## config.mk

```make
export PLATFORM = sky130hd
export DESIGN_NAME = layer_seq_ctrl
export DESIGN_NICKNAME = d
export VERILOG_FILES = /design/src/rtl/layer_seq_pkg.sv /design/src/rtl/lsq_kind_decode.sv /design/src/rtl/lsq_index_walker.sv /design/src/rtl/layer_seq_ctrl.sv
export SDC_FILE = /design/constraint.sdc
export NUM_CORES = 1
export LEC_CHECK = 0
export ABC_AREA = 1
export BUFFER_PORTS_ARGS = -buffer_cell sky130_fd_sc_hd__buf_2
export CORE_MARGIN = 10
export CORE_UTILIZATION = 30
export DETAILED_ROUTE_END_ITERATION = 6
export GPL_TIMING_DRIVEN = 0
export PLACE_DENSITY = 0.63
export SYNTH_ARGS = -nofsm -noshare
export SYNTH_HDL_FRONTEND = slang
export SYNTH_SLANG_ARGS = --single-unit
```

## constraint.sdc

```tcl
create_clock -name clk -period 3.25 [get_ports clk]
set_input_delay 0.4875 -clock clk [delete_from_list [all_inputs] [get_ports clk]]
set_output_delay 0.4875 -clock clk [all_outputs]
set_load 0.03 [all_outputs]
```

## src/rtl/layer_seq_pkg.sv

```systemverilog
package layer_seq_pkg;

    localparam int unsigned KIND_W      = 3;
    localparam int unsigned NUM_ENGINES = 4;

    typedef enum logic [KIND_W-1:0] {
        LK_CONV    = 3'd0,
        LK_BNORM   = 3'd1,
        LK_SCALE   = 3'd2,
        LK_RELU    = 3'd3,
        LK_POOL    = 3'd4,
        LK_ELTWISE = 3'd5,
        LK_FC      = 3'd6,
        LK_SOFTMAX = 3'd7
    } layer_kind_e;

    typedef enum logic [1:0] {
        EN_FWD  = 2'd0,
        EN_BWD  = 2'd1,
        EN_WUPD = 2'd2,
        EN_BUPD = 2'd3
    } engine_e;

    typedef enum logic [2:0] {
        ST_IDLE  = 3'd0,
        ST_FETCH = 3'd1,
        ST_LOAD  = 3'd2,
        ST_FIRE  = 3'd3,
        ST_WAIT  = 3'd4,
        ST_NEXT  = 3'd5,
        ST_DONE  = 3'd6
    } seq_state_e;

endpackage

```

## src/rtl/lsq_kind_decode.sv

```systemverilog
module lsq_kind_decode
    import layer_seq_pkg::*;
(
    input  logic [KIND_W-1:0] kind,
    output logic              has_upd
);

    always_comb begin
        unique case (layer_kind_e'(kind))
            LK_CONV, LK_SCALE, LK_FC: has_upd = 1'b1;
            default:                  has_upd = 1'b0;
        endcase
    end

endmodule

```

## src/rtl/lsq_index_walker.sv

```systemverilog
module lsq_index_walker #(
    parameter int unsigned IDX_W = 4
) (
    input  logic             clk,
    input  logic             rst_n,
    input  logic             clr,
    input  logic             inc,
    input  logic             dec,
    output logic [IDX_W-1:0] idx
);

    always_ff @(posedge clk or negedge rst_n) begin
        if (!rst_n) begin
            idx <= '0;
        end else if (clr) begin
            idx <= '0;
        end else if (inc) begin
            idx <= idx + 1'b1;
        end else if (dec) begin
            idx <= idx - 1'b1;
        end
    end

    AST_NO_WRAP_DOWN: assert property (@(posedge clk) disable iff (!rst_n)
        dec |-> (idx != '0)) else $error("index decremented below zero");

    AST_ONE_MOVE: assert property (@(posedge clk) disable iff (!rst_n)
        !(inc && dec)) else $error("index moved both ways");

endmodule

```

## src/rtl/layer_seq_ctrl.sv

```systemverilog
module layer_seq_ctrl
    import layer_seq_pkg::*;
#(
    parameter  int unsigned DEPTH = 16,
    parameter  int unsigned ROW_W = 64,
    localparam int unsigned IDX_W = (DEPTH > 1) ? $clog2(DEPTH) : 1,
    localparam int unsigned CNT_W = IDX_W + 1
) (
    input  logic                   clk,
    input  logic                   rst_n,
    input  logic                   cfg_we,
    input  logic [CNT_W-1:0]       cfg_layers,
    input  logic                   go,
    output logic                   busy,
    output logic                   iter_done,
    output logic                   tbl_rd_en,
    output logic [IDX_W-1:0]       tbl_addr,
    input  logic [ROW_W-1:0]       tbl_rd_data,
    output logic [NUM_ENGINES-1:0] eng_start,
    input  logic [NUM_ENGINES-1:0] eng_done,
    output logic [ROW_W-1:0]       prm_row,
    output logic [KIND_W-1:0]      prm_kind
);

    localparam logic [CNT_W-1:0] MAX_CNT = CNT_W'(DEPTH);

    seq_state_e        state_q, state_n;
    engine_e           step_q, step_n;
    logic              bwd_q, bwd_n;
    logic [ROW_W-1:0]  row_q;
    logic              row_load;
    logic [CNT_W-1:0]  count_q;
    logic [IDX_W-1:0]  idx;
    logic              w_clr, w_inc, w_dec;
    logic              has_upd;
    logic              last_fwd;

    lsq_index_walker #(.IDX_W(IDX_W)) walker_i (
        .clk   (clk),
        .rst_n (rst_n),
        .clr   (w_clr),
        .inc   (w_inc),
        .dec   (w_dec),
        .idx   (idx)
    );

    lsq_kind_decode decode_i (
        .kind    (row_q[KIND_W-1:0]),
        .has_upd (has_upd)
    );

    assign last_fwd = (({1'b0, idx} + CNT_W'(1)) == count_q);

    // Next-state logic
    always_comb begin
        state_n  = state_q;
        step_n   = step_q;
        bwd_n    = bwd_q;
        row_load = 1'b0;
        w_clr    = 1'b0;
        w_inc    = 1'b0;
        w_dec    = 1'b0;
        unique case (state_q)
            ST_IDLE: begin
                if (go && (count_q != '0)) begin
                    state_n = ST_FETCH;
                    bwd_n   = 1'b0;
                    w_clr   = 1'b1;
                end
            end
            ST_FETCH: state_n = ST_LOAD;
            ST_LOAD: begin
                row_load = 1'b1;
                step_n   = bwd_q ? EN_BWD : EN_FWD;
                state_n  = ST_FIRE;
            end
            ST_FIRE: state_n = ST_WAIT;
            ST_WAIT: begin
                if (eng_done[step_q]) begin
                    if (step_q == EN_BWD && has_upd) begin
                        step_n  = EN_WUPD;
                        state_n = ST_FIRE;
                    end else if (step_q == EN_WUPD) begin
                        step_n  = EN_BUPD;
                        state_n = ST_FIRE;
                    end else begin
                        state_n = ST_NEXT;
                    end
                end
            end
            ST_NEXT: begin
                state_n = ST_FETCH;
                if (!bwd_q) begin
                    if (last_fwd) bwd_n = 1'b1;
                    else          w_inc = 1'b1;
                end else if (idx == '0) begin
                    state_n = ST_DONE;
                end else begin
                    w_dec = 1'b1;
                end
            end
            ST_DONE: state_n = ST_IDLE;
            default: state_n = ST_IDLE;
        endcase
    end

    // State register and datapath registers
    always_ff @(posedge clk or negedge rst_n) begin
        if (!rst_n) begin
            state_q <= ST_IDLE;
            step_q  <= EN_FWD;
            bwd_q   <= 1'b0;
            row_q   <= '0;
            count_q <= '0;
        end else begin
            state_q <= state_n;
            step_q  <= step_n;
            bwd_q   <= bwd_n;
            if (row_load) row_q <= tbl_rd_data;
            if (cfg_we && (state_q == ST_IDLE) && (cfg_layers <= MAX_CNT))
                count_q <= cfg_layers;
        end
    end

    // Outputs
    always_comb begin
        busy      = (state_q != ST_IDLE);
        tbl_rd_en = (state_q == ST_FETCH);
        tbl_addr  = idx;
        iter_done = (state_q == ST_DONE);
        eng_start = '0;
        if (state_q == ST_FIRE) eng_start[step_q] = 1'b1;
        prm_row   = row_q;
        prm_kind  = row_q[KIND_W-1:0];
    end

    AST_ONE_ENGINE: assert property (@(posedge clk) disable iff (!rst_n)
        $onehot0(eng_start)) else $error("several engines started");

    AST_START_PULSE: assert property (@(posedge clk) disable iff (!rst_n)
        (eng_start != '0) |=> (eng_start == '0)) else $error("start wider than one cycle");

    AST_PARAM_STABLE: assert property (@(posedge clk) disable iff (!rst_n)
        (state_q == ST_WAIT) |-> $stable(prm_row)) else $error("parameters moved during engine run");

    AST_UPD_KIND: assert property (@(posedge clk) disable iff (!rst_n)
        (eng_start[2] || eng_start[3]) |->
            (prm_kind == 3'd0 || prm_kind == 3'd2 || prm_kind == 3'd6)) else $error("update on weightless kind");

    AST_IDX_RANGE: assert property (@(posedge clk) disable iff (!rst_n)
        busy |-> ({1'b0, tbl_addr} < count_q)) else $error("index beyond layer count");

    AST_DONE_AT_ZERO: assert property (@(posedge clk) disable iff (!rst_n)
        iter_done |-> (tbl_addr == '0)) else $error("iteration ended away from row 0");

    AST_DONE_IDLE: assert property (@(posedge clk) disable iff (!rst_n)
        iter_done |=> !busy) else $error("not idle after iteration end");

    AST_COUNT_HELD: assert property (@(posedge clk) disable iff (!rst_n)
        $past(busy) |-> $stable(count_q)) else $error("layer count changed while busy");

endmodule

```

==> flow_summary_export.csv <==
group,metric,value,unit
setup_path,critical_path.max_fanout,7,
layout,antennaDiodeCount,0,
floorplan,dieArea,16800,um2
layout,final_area,4870,um2
setup_path,cp-startpoint,"walker_i.idx[0]",
synthesis,synthDominantCellAreaShare,55.0,%
synthesis,synthAdderAreaFrac,1.95,%
setup_path,reg2reg_slack,0.46,ns
floorplan,fp-row-count,39,
hold_path,hold_class,"in2async",
clocking,cts_resized,0,
setup_path,crit_chain,"inv_2, ha_1, xnor2_1, nand3_1, nor2_1, nand2_1, nand3_1, ha_1, a21oi_1, nand2_1, nand2_1, nand2_1, inv_1, nand4_1, nand3_1, nand2_1",
synthesis,synth_top_family_by_area,"simple AND/OR/NAND/NOR gates",
setup_path,startpoint_type,"flip-flop",
placement,io_buffers,154,
power_and_ir_drop,intPower,0.00294,W
placement,place_ws,0.526,ns
clocking,clock_latency,0.33,ns
synthesis,synth_xor_area_share,0.487,%
layout,multiInputGateArea,1410,um2
timing,max_slew.worst_pin.slew,0.604,ns
setup_path,crit_path_end,"walker_i.idx[3]",
floorplan,die_h,130,um
synthesis,yosys.cell_types.count,31,
power_and_ir_drop,leakagePower,2.80,nW
layout,nFillCells,1194,
timing,max_slew_margin,59.6,%
timing,drv_slew,0,
setup_path,crit_path_end_kind,"flip-flop",
global_route,grt_start_max_net_pins,43,
setup_path,cpMaxStageDelayCell,"dfrtp_1",
clocking,post_cts_buffers,0,
layout,seq_area,1980,um2
drt,firstDrtPassIters,4,
floorplan,ios,155,
setup_path,crit_family,"simple AND/OR/NAND/NOR gates",
synthesis,yosysTopAreaCell,"dfrtp_1",
synthesis,syn_inst,441,
run,max_cap_violations,0,
timing,finalHoldViolCount,0,
timing,setup_violations,0,
synthesis,synth_seq_cells,79,
status,status,"finished clean",
drt,num_vias,3332,
synthesis,syn_avg_cell_area,8.16,um2
global_route,overflow,0,
power_and_ir_drop,swShare,47.7,%
synthesis,synthSimpleGateAreaFrac,33.1,%
synthesis,yosysSeqAreaShare,55.0,%
clocking,cts_buffers,9,
power_and_ir_drop,seqPwrFrac,31.3,%
clocking,clockRootBuffer,"clkbuf_16",
timing,max_freq,359,MHz
floorplan,start_util,31.1,%
setup_path,cpPeakStageDelay,0.49,ns
clocking,cts_tree,"built",
clocking,htreeDepth,3,
synthesis,muxShareOfSynthArea,0,%
drt,drt-total-wl,10700,um
setup_path,path_class,"reg2reg",
placement,dp_hpwl,8340,um
synthesis,synth_nets,523,
power_and_ir_drop,pwr_density_cell,1150,nW/um2
setup_path,arrival,3.01,ns
setup_path,cp_data_required_time,3.47,ns
timing,fin_skew,0.00504,ns
drt,viasPerCell,4.42,
timing,period_minus_slack,2.79,ns
layout,layout.nets,689,
setup_path,crit_top_cell,"nand2_1",
clocking,clock-sinks,79,
setup_path,crit-reg2reg-capture,"walker_i.idx[3]",
layout,post-route-util,42.1,%
power_and_ir_drop,ir_worst_vdd,0.470,mV
power_and_ir_drop,power_frac_comb,50.3,%
drt,first_iter_violations,170,
power_and_ir_drop,power.switching,0.00267,W
timing,timing.final.crit_share,85.8,%
global_route,grt_pass1_wl,17300,um
floorplan,die_w,130,um
drt,wl_per_cell,14.2,um
layout,drive_gt1_share,34.1,%
placement,gp_congestion,0.824,
timing,finalSetupTns,0,ns
floorplan,core_area,11600,um2
synthesis,synth_compound_area_share,3.58,%
global_route,grt_pass1_vias,3532,
setup_path,rr_startpoint,"walker_i.idx[0]",
drt,drtAntennaViolNets,0,
clocking,cts_max_path_buffers,2,
timing,rsz0062_at_grt,"false",
synthesis,synth_area,3600,um2
power_and_ir_drop,pwr-share-clk,18.4,%
placement,dpl_cell_area,4570,um2
synthesis,synth.yosys.warnings,0,
setup_path,cp_num_buf_inv,2,
global_route,antenna_found_initial,0,
synthesis,yosys-top-cells-area,"dfrtp_1 55%, nand2_1 24%, inv_1 2.8%, nand3_1 2.2%, nand2_2 1.6%",
timing,finalWorstSetupSlack,0.462,ns
drt,drc,0,
setup_path,cp.depth,16,
setup_path,r2r_cells,16,
clocking,cts_hold_buf,0,
global_route,grt_use_total,12.8,%
layout,syn2layout_area_growth,35.4,%
clocking,clkTransAtPathRegs,0.06,ns
final cells by class:
class	count	area share, %
flip-flops and latches	79	40.6
plain buffers	17	1.90
clock buffers	9	4.62
multi-input cells	313	28.9
inverters	32	2.47
repair buffers	155	16.3
clock inverters	5	1.54
well taps	143	3.67
state kept, by name, indices dropped and copies added, names as in the netlist:
signal / flops
bwd_q: 1
count_q: 5
prm_row: 64
state_q: 3
step_q: 2
walker_i.idx: 4
stage by stage:
stage	cells	total power, W	hold WS [ns]
3_5_place_dp	739	0.00463	0.453
4_1_cts	753	0.00571	0.137
3_3_place_gp	738	0.00455	0.448
2_1_floorplan	441	0.00371	0.192
6_report	753	0.00561	0.130
5_1_grt	753	0.00606	0.156
worst min-delay path by stage:
stage                        to  slack, ns
floorplan                 bwd_q       0.19
global placement    prm_row[37]       0.45
detailed placement  prm_row[47]       0.45
CTS                  count_q[3]       0.14
global route         prm_row[2]       0.16
finish               count_q[3]       0.13
cell families (layout without fill, tap and decap cells):
group                      after synthesis  in the layout
adders and majority gates                5              5
DFF                                     79             79
xor gates and xnor gates                 2              2
AOI/OAI and AO/OA                       22             22
buffers and inverters                   49            218
and+or+nand+nor                        284            284
metal layers:
| metal | wire length (um) | global-route usage, % |
|---|---|---|
| met5 | 0 | 0 |
| met4 | 166 | 4.63 |
| met3 | 920 | 5.26 |
| met2 | 5070 | 20.5 |
| met1 | 4560 | 15.1 |
power by group through the flow:
stage,sequential [W],clock (W),combinational (W)
after floorplan,0.00253,0,0.00119
after global placement,0.00174,0,0.00281
after detailed placement,0.00176,0,0.00288
after CTS,0.00176,0.00107,0.00288
after global routing,0.00182,0.00112,0.00312
final,0.00176,0.00103,0.00282
synth_stat cells:
cell type  instances
fa_1               1
a21oi_2            1
nor2_2             2
o21ai_0            8
a41oi_1            1
o21ai_1            4
buf_2              8
nor3_2             1
nor3b_1            1
inv_2              5
nand3_1           16
o21ai_2            2
nor2_1            11
clkbuf_1           4
inv_1             27
nor2_4             1
nand3_2            2
o22ai_1            1
nand2_4            2
buf_4              5
a21oi_1            4
nor4_1             2
dfrtp_1           79
o211ai_1           1
nand2_1          226
nand2_2            9
nand4_1            5
ha_1               4
nand4_2            1
xnor2_1            2
nor3_1             5
layout by cell type, fill, tap and decap left out, types with 5 or more instances in the layout:
cell | netlist | layout
nand2_2 | 9 | 9
nand4_1 | 5 | 5
nor2_1 | 11 | 11
nand2_1 | 226 | 226
clkbuf_16 | 0 | 9
nor3_1 | 5 | 5
nand3_1 | 16 | 16
dfrtp_1 | 79 | 79
buf_2 | 8 | 161
buf_4 | 5 | 6
inv_1 | 27 | 27
o21ai_0 | 8 | 8
inv_2 | 5 | 5
No activity file was read; power rests on OpenSTA's default activity.
